$ cat config.mk
export PLATFORM = sky130hd
export DESIGN_NAME = dbt_leg_ref
export DESIGN_NICKNAME = d
export VERILOG_FILES = /design/src/rtl/dbt_leg_ref.sv
export SDC_FILE = /design/constraint.sdc
export NUM_CORES = 2
export LEC_CHECK = 0
export BUFFER_PORTS_ARGS = -buffer_cell sky130_fd_sc_hd__buf_2
export CORE_MARGIN = 1
export CORE_UTILIZATION = 65
export DETAILED_ROUTE_END_ITERATION = 10
export GPL_TIMING_DRIVEN = 0
export PLACE_DENSITY = 0.9
export SLEW_MARGIN = 20
export SYNTH_ARGS = -nofsm -noshare
export SYNTH_HDL_FRONTEND = slang
export SYNTH_SLANG_ARGS = --single-unit
$ cat constraint.sdc
create_clock -name clk -period 11.3 [get_ports clk]
set_input_delay 0 -clock clk [delete_from_list [all_inputs] [get_ports clk]]
set_output_delay 0 -clock clk [all_outputs]
set_load 0.1 [all_outputs]
$ cat src/rtl/dbt_leg_ref.sv
module dbt_leg_ref #(
  parameter int W  = 16,
  parameter int CW = 18,
  parameter int F  = 12
) (
  input  logic                 clk,
  input  logic                 rst_n,
  input  logic                 smp_stb,
  input  logic signed [W-1:0]  vs_now,
  input  logic signed [W-1:0]  vs_next,
  input  logic signed [W-1:0]  is_now,
  input  logic signed [W-1:0]  iref_now,
  input  logic signed [W-1:0]  vab_prev,
  input  logic signed [CW-1:0] k_keep,
  input  logic signed [CW-1:0] k_gain,
  input  logic signed [CW-1:0] k_res,
  input  logic signed [CW-1:0] k_ind,
  input  logic [W-2:0]         v_lim,
  output logic signed [W-1:0]  leg_a,
  output logic signed [W-1:0]  leg_b,
  output logic signed [W-1:0]  is_pred,
  output logic                 ref_vld
);
  localparam int EW = W + 5;
  localparam int SW = W + CW + 2;
  localparam int DW = EW + 1;
  localparam int LW = DW + CW + 1;
  localparam logic signed [SW-1:0] IMAX = SW'((2 ** (W - 1)) - 1);
  localparam logic signed [SW-1:0] IMIN = -IMAX - SW'(1);

  logic signed [W-1:0] h1, h2;
  logic [1:0] seen;

  always_ff @(posedge clk or negedge rst_n)
    if (!rst_n) begin
      h1 <= '0;
      h2 <= '0;
      seen <= '0;
    end else if (smp_stb) begin
      h2 <= h1;
      h1 <= iref_now;
      if (seen != 2'd2) seen <= seen + 2'd1;
    end

  logic signed [W:0]    vdrop;
  logic signed [SW-1:0] acc1, isp_w;
  logic signed [W-1:0]  isp_c;
  logic signed [EW-1:0] r0e, r1e, r2e, ext;

  assign vdrop = vs_now - vab_prev;
  assign acc1  = k_keep * is_now + k_gain * vdrop;
  assign isp_w = acc1 >>> F;

  always_comb
    if (isp_w > IMAX)      isp_c = IMAX[W-1:0];
    else if (isp_w < IMIN) isp_c = IMIN[W-1:0];
    else                   isp_c = isp_w[W-1:0];

  assign r0e = iref_now;
  assign r1e = h1;
  assign r2e = h2;
  assign ext = (r0e <<< 2) + (r0e <<< 1) - (r1e <<< 3) + (r2e <<< 1) + r2e;

  logic                 s1_vld;
  logic signed [W-1:0]  s1_isp, s1_vsn;
  logic signed [EW-1:0] s1_ext;

  always_ff @(posedge clk or negedge rst_n)
    if (!rst_n) begin
      s1_vld <= 1'b0;
      s1_isp <= '0;
      s1_vsn <= '0;
      s1_ext <= '0;
    end else begin
      s1_vld <= smp_stb && (seen == 2'd2);
      s1_isp <= isp_c;
      s1_vsn <= vs_next;
      s1_ext <= ext;
    end

  logic signed [DW-1:0] diff;
  logic signed [LW-1:0] acc2;

  assign diff = s1_ext - s1_isp;
  assign acc2 = k_res * s1_isp + k_ind * diff;

  logic                 s2_vld;
  logic signed [LW-1:0] s2_acc;
  logic signed [W-1:0]  s2_isp, s2_vsn;

  always_ff @(posedge clk or negedge rst_n)
    if (!rst_n) begin
      s2_vld <= 1'b0;
      s2_acc <= '0;
      s2_isp <= '0;
      s2_vsn <= '0;
    end else begin
      s2_vld <= s1_vld;
      s2_acc <= acc2;
      s2_isp <= s1_isp;
      s2_vsn <= s1_vsn;
    end

  logic signed [LW-1:0] vab_w, half_w, lim_w;
  logic signed [W-1:0]  leg_c;

  assign vab_w  = s2_vsn - (s2_acc >>> F);
  assign half_w = vab_w >>> 1;
  assign lim_w  = $signed({{(LW - W + 1){1'b0}}, v_lim});

  always_comb
    if (half_w > lim_w)       leg_c = lim_w[W-1:0];
    else if (half_w < -lim_w) leg_c = -lim_w[W-1:0];
    else                      leg_c = half_w[W-1:0];

  logic                s3_vld;
  logic signed [W-1:0] s3_leg, s3_isp;

  always_ff @(posedge clk or negedge rst_n)
    if (!rst_n) begin
      s3_vld <= 1'b0;
      s3_leg <= '0;
      s3_isp <= '0;
    end else begin
      s3_vld <= s2_vld;
      s3_leg <= leg_c;
      s3_isp <= s2_isp;
    end

  always_ff @(posedge clk or negedge rst_n)
    if (!rst_n) begin
      ref_vld <= 1'b0;
      leg_a   <= '0;
      leg_b   <= '0;
      is_pred <= '0;
    end else begin
      ref_vld <= s3_vld;
      if (s3_vld) begin
        leg_a   <= s3_leg;
        leg_b   <= -s3_leg;
        is_pred <= s3_isp;
      end
    end
endmodule

# After elaboration in Yosys (flattened, before gate mapping)
# Cells that the tools add are included.
[word_totals]
latchBits = 0
reg_bits = 244
word_cells = 47
memories = 0
output_inout_bits = 49
inputBits = 170
ramBits = 0
romBits = 0
[op_classes]
order_cmp = 4
div = 0
mul = 4
reduce_logical = 2
n_mux = 4
add_sub_neg = 13
n_eq_ne = 2
n_shift = 0
n_bitwise = 0
[ops]
columns = ["cell", "count"]
rows = [
  ["18-bit by 16-bit multiplier with 34-bit output", 2],
  ["16-bit two-way mux", 4],
  ["34-bit by 40-bit adder with 41-bit output", 1],
  ["29-bit by 41-bit less-than comparator with 1-bit output", 1],
  ["15-bit negation with 41-bit output", 1],
  ["18-bit by 22-bit multiplier with 40-bit output", 1],
  ["34-bit by 35-bit adder with 36-bit output", 1],
  ["18-bit by 17-bit multiplier with 35-bit output", 1],
  ["16-bit by 29-bit subtractor with 30-bit output", 1],
  ["29-bit by 16-bit greater-than comparator with 1-bit output", 1],
  ["24-bit by 16-bit greater-than comparator with 1-bit output (second input constant)", 1],
  ["24-bit by 16-bit less-than comparator with 1-bit output (second input constant)", 1],
  ["21-bit by 16-bit subtractor with 22-bit output", 1],
  ["20-bit by 17-bit adder with 21-bit output", 1],
  ["21-bit by 16-bit adder with 21-bit output", 1],
  ["19-bit by 19-bit subtractor with 20-bit output", 1],
  ["18-bit by 17-bit adder with 19-bit output", 1],
  ["16-bit by 16-bit subtractor with 17-bit output", 1],
  ["15-bit negation with 16-bit output", 1],
  ["16-bit negation", 1],
  ["2-bit by 1-bit adder with 2-bit output (second input constant)", 1],
  ["2-bit equality test (second input constant)", 1],
  ["2-bit != test (second input constant)", 1],
  ["2-bit AND reduction", 1],
  ["1-bit logical AND", 1],
]

# Longest topological paths before layout
[logic_depth]
ltp_word = 6
mapped_depth = 42
depth_no_buf = 41

# Worst setup path before layout
# No wires, ideal clock.
[synth_timing]
path_kind = "register -> register"
start = "register s1_isp[7]"
end = "register s2_acc[40]"
n_path_buf = 3
synth_period_minus_slack_ns = 9.964
setup_time_ns = 0.125
stages_incl_launch_ff = 36
t_arrival_ns = 9.838
setup_slack_ns = 1.336
path_cell_list = "dfrtp_1 > clkbuf_1 > clkbuf_1 > inv_1 > ha_1 > or4_1 > o31ai_1 > o21ai_1 > o211ai_1 > a31oi_1 > and2_1 > o31ai_1 > clkbuf_1 > and2_1 > fa_1 > fa_1 > fa_1 > inv_1 > fa_1 > fa_1 > fa_1 > fa_1 > fa_1 > inv_1 > ha_1 > a21o_1 > a21o_1 > a21oi_1 > o21ai_0 > o21ai_0 > a211oi_1 > o31a_1 > o21a_1 > o2111ai_1 > nand4b_1 > xnor2_1"
[synth_via]
elab_chain_len = 3
elab_cells_between_ends = 4
cone_classes = "2 x add/sub; 2 x mul"
[synth_lines]
columns = ["element", "line", "source"]
rows = [
  ["start: declaration", "65", "logic signed [W-1:0] s1_isp, s1_vsn;"],
  ["start signal: assignment", "76", "s1_isp <= isp_c;"],
  ["21-bit by 16-bit subtractor with 22-bit output", "84", "assign diff = s1_ext - s1_isp;"],
  ["18-bit by 22-bit multiplier with 40-bit output", "85", "assign acc2 = k_res * s1_isp + k_ind * diff;"],
  ["34-bit by 40-bit adder with 41-bit output *", "85", ""],
  ["net acc2[40]", "82", "logic signed [LW-1:0] acc2;"],
  ["end signal: assignment", "94", "s2_acc <= '0;"],
  ["end signal: assignment", "99", "s2_acc <= acc2;"],
  ["end: declaration", "88", "logic signed [LW-1:0] s2_acc;"],
]
# Mark *: on every way through the listed nets, which the timed path passes. The rest lies on a longest branch.
# A chain may end at the register's enable or synchronous reset.

# Worst setup path in the final report
[layout_timing]
start = "register s1_isp[7]"
end = "register s2_acc[33]"
# Same word-level chain as after synthesis.

==> flow_summary.ini <==
[yosys]
yosys_most_used_dff = dfrtp_1
synth_edf_count = 0
netlist_area_um2 = 60900
synth_seq_area_share = 0.0949
synth_nets = 8399
synth_area_per_cell_um2 = 9.68
synth_area_leader_cell = fa_1
synth_top_area_share = 0.493
async_reset_ff_frac = 1.00
yosys_warnings = 0
syn_inst = 6296
synth_area_leaders = fa_1 49%, inv_1 9.7%, dfrtp_1 9.5%, ha_1 8.9%, nand2_1 5.4%
synth.distinct_cells = 77
ys_seq_elements = 231

[critical_path]
startpoint_type = flip-flop
worst_ep_arrival_time_ns = 11.51
cp_max_fo = 20
end_kind = flip-flop
critPathMaxStageDelay_ns = 0.69
crit_cells = 34
crit_buf_inv = 4
path_delay_family = adder cells
reg2regPathDepth = 34
worst_path_most_repeated_cell = fa_1
critPathSlowestCell = dfrtp_2
critPathKind = reg -> reg
worstPathRequired_ns = 11.75

[clock_network]
cts-root-buf = clkbuf_16
cts_made_buffers = 26
clock_latency_ns = 0.61
cts.sinks = 231
cts_max_level = 1
clk_pin_slew_ns = 0.08
clockBufferDepth = 3
cts_tree = built

[drt]
vias_per_cell = 5.79
firstDrtPassIters = 7
wl_per_cell_um = 22.4
drc = 0
ant_nets = 0
num_vias = 45400
drt-initial-drc-count = 4131
wl_mm = 176

[sta]
tightest_slew_ns = 1.18
setup_violations = 0
fin_setup_tns_ns = 0
slew_violations = 0
clock_skew_ns = 0.0170
relSlewSlack = 0.212
fmax_ghz = 0.0904
finalHoldViolCount = 0
finalCriticalPeriod_ns = 11.06
setup_ws_ns = 0.242
min_period_over_period = 0.979

[global_route]
overflow = 0
grt_pass1_wl_mm = 272
grt_pass1_vias = 49200
grt.total_usage = 0.383
antenna_found_initial = 24
grt_max_degree = 89

[floorplan]
ios = 219
die_w_um = 308
die_h_um = 308
dieArea_um2 = 95000
rows = 111
initial_core_util = 0.661
core_um2 = 92200

[min_path]
hold_path_depth = 2
min_path_type = in -> reg

[run_status]
status = completed

[cells_and_area]
postLayoutCellArea_um2 = 65700
syn2layout_area_growth_pct = 7.90
drive_above_1_share = 0.0696
fin_nets = 8681

[place]
port_buffers = 201
placed_area_um2 = 63600
dp_hpwl_mm = 148
routabilityCongestion = 0.990
post-place-ws_ns = -1.87

[flow_run]
maxCapViolCount = 0
[final timing paths]
path                         endpoint  slack [ns]        start
min                        s1_vsn[15]        0.04  vs_next[15]
min in group asynchronous   s1_isp[7]        0.38        rst_n
max reg2reg                s2_acc[33]        0.24    s1_isp[7]
max in group asynchronous      h1[13]        9.76        rst_n
min reg2reg                 s3_isp[8]        0.35    s2_isp[8]
max                        s2_acc[33]        0.24    s1_isp[7]
[per-stage QoR]
step / util / hold slack [ns] / instances
finish: 0.713 / 0.0416 / 7848
global route: 0.713 / 0.0485 / 7847
CTS: 0.708 / 0.0166 / 7831
detailed placement: 0.690 / 0.000360 / 7742
global placement: 0.688 / 0.112 / 7740
floorplan: - / -0.296 / 6296
[repair_timing]
action,4_1_cts,5_1_grt
hold endpoints to repair,211,0
endpoints found under the setup margin,38,33
gates resized for setup,48,85
hold buffers,53,0
pin swaps,0,12
setup buffers,0,14
[state kept, by name, indices dropped and copies added (netlist names), 2 cells and up]
register  count
s2_vsn       16
leg_b        15
s1_isp       16
s2_isp       16
s3_leg       16
h2           16
s3_isp       16
s1_vsn       16
leg_a        16
is_pred      16
s2_acc       29
s1_ext       21
h1           16
seen          2
[layout make-up]
type	count	area [µm²]
flip-flops and latches	231	5800
well taps	1243	1560
fillers	6576	26500
multi-input cells	4273	48900
plain buffers	196	797
clock buffers	33	737
clock inverters	15	277
inverters	1580	5930
diodes	7	17.5
repair buffers	270	1740
[logic make-up after synthesis]
family | share of synthesized area
AOI/OAI and AO/OA | 0.0418
adders and majority gates | 0.582
and+or+nand+nor | 0.134
buffers and inverters | 0.111
DFF | 0.0949
xor gates and xnor gates | 0.0213
muxes | 0.0160
[routing by layer]
layer  wire, µm  share of wire  vias to the layer above  global-route usage
li1           -              -                    19100                   -
met2      82000           0.47                     2575               0.601
met4      10600          0.060                       24               0.193
met5        167        0.00095                        -                   0
met1      62200           0.35                    23100               0.488
met3      21100           0.12                      678               0.111
[placed cells by master (no fill, tap or decap), types with 16 or more instances in the layout]
cell type	Yosys	final
xnor2_2	0	16
or3_1	17	17
nand2b_1	85	85
clkbuf_16	0	26
clkbuf_1	207	170
buf_4	2	16
mux2_2	77	77
nand3_1	43	43
buf_2	2	202
a21o_1	36	36
nand4_1	23	23
dlygate4sd3_1	0	52
o21a_1	26	26
nor2_1	125	120
nor3_1	47	47
ha_1	433	432
a21oi_1	107	104
and2_1	370	369
xnor2_1	115	96
nor2b_1	63	63
dfrtp_1	231	221
o21ai_0	85	82
and3_1	19	19
xor2_1	33	30
nand2_1	877	877
fa_1	1500	1498
inv_1	1579	1578
[cell usage after synthesis (3+ instances only)]
| cell type | instances |
|---|---|
| a2111oi_0 | 4 |
| nand4b_1 | 4 |
| o21ai_1 | 7 |
| mux2_2 | 77 |
| xnor2_1 | 115 |
| a311oi_1 | 4 |
| or2_2 | 14 |
| a21oi_1 | 107 |
| and2_1 | 370 |
| o31ai_1 | 9 |
| inv_1 | 1579 |
| nor3b_1 | 3 |
| o2111ai_1 | 5 |
| a41oi_1 | 4 |
| or4_1 | 4 |
| o41ai_1 | 4 |
| a21o_1 | 36 |
| xor2_1 | 33 |
| nand2_1 | 877 |
| nor3_1 | 47 |
| a31oi_1 | 9 |
| mux2i_1 | 8 |
| or3_1 | 17 |
| nand2b_1 | 85 |
| nor4_1 | 15 |
| nor2_1 | 125 |
| nand4_1 | 23 |
| nand3_1 | 43 |
| o211ai_1 | 9 |
| ha_1 | 433 |
| o31a_1 | 5 |
| dfrtp_1 | 231 |
| and3_1 | 19 |
| nor2b_1 | 63 |
| a211o_1 | 4 |
| a311o_1 | 3 |
| o22ai_1 | 5 |
| clkbuf_1 | 207 |
| o21a_1 | 26 |
| a31o_2 | 3 |
| a21boi_0 | 9 |
| fa_1 | 1500 |
| o21bai_1 | 9 |
| o21ai_0 | 85 |
| a211oi_1 | 14 |
[worst reg2reg max path, delay by kind of cell, from the launching register on]
| family | cells | cell delay, ns |
|---|---|---|
| adder cells (fa/ha/maj) | 10 | 4.68 |
| AO/OA/AOI/OAI | 12 | 2.83 |
| AND/OR/NAND/NOR | 7 | 1.74 |
| flip-flops | 1 | 0.69 |
| buffers and inverters | 4 | 0.62 |
| XOR/XNOR | 1 | 0.35 |
Power is left out: the tool's default activity adds up to more than one toggle a clock period on the data nets, which glitch-free logic cannot reach.
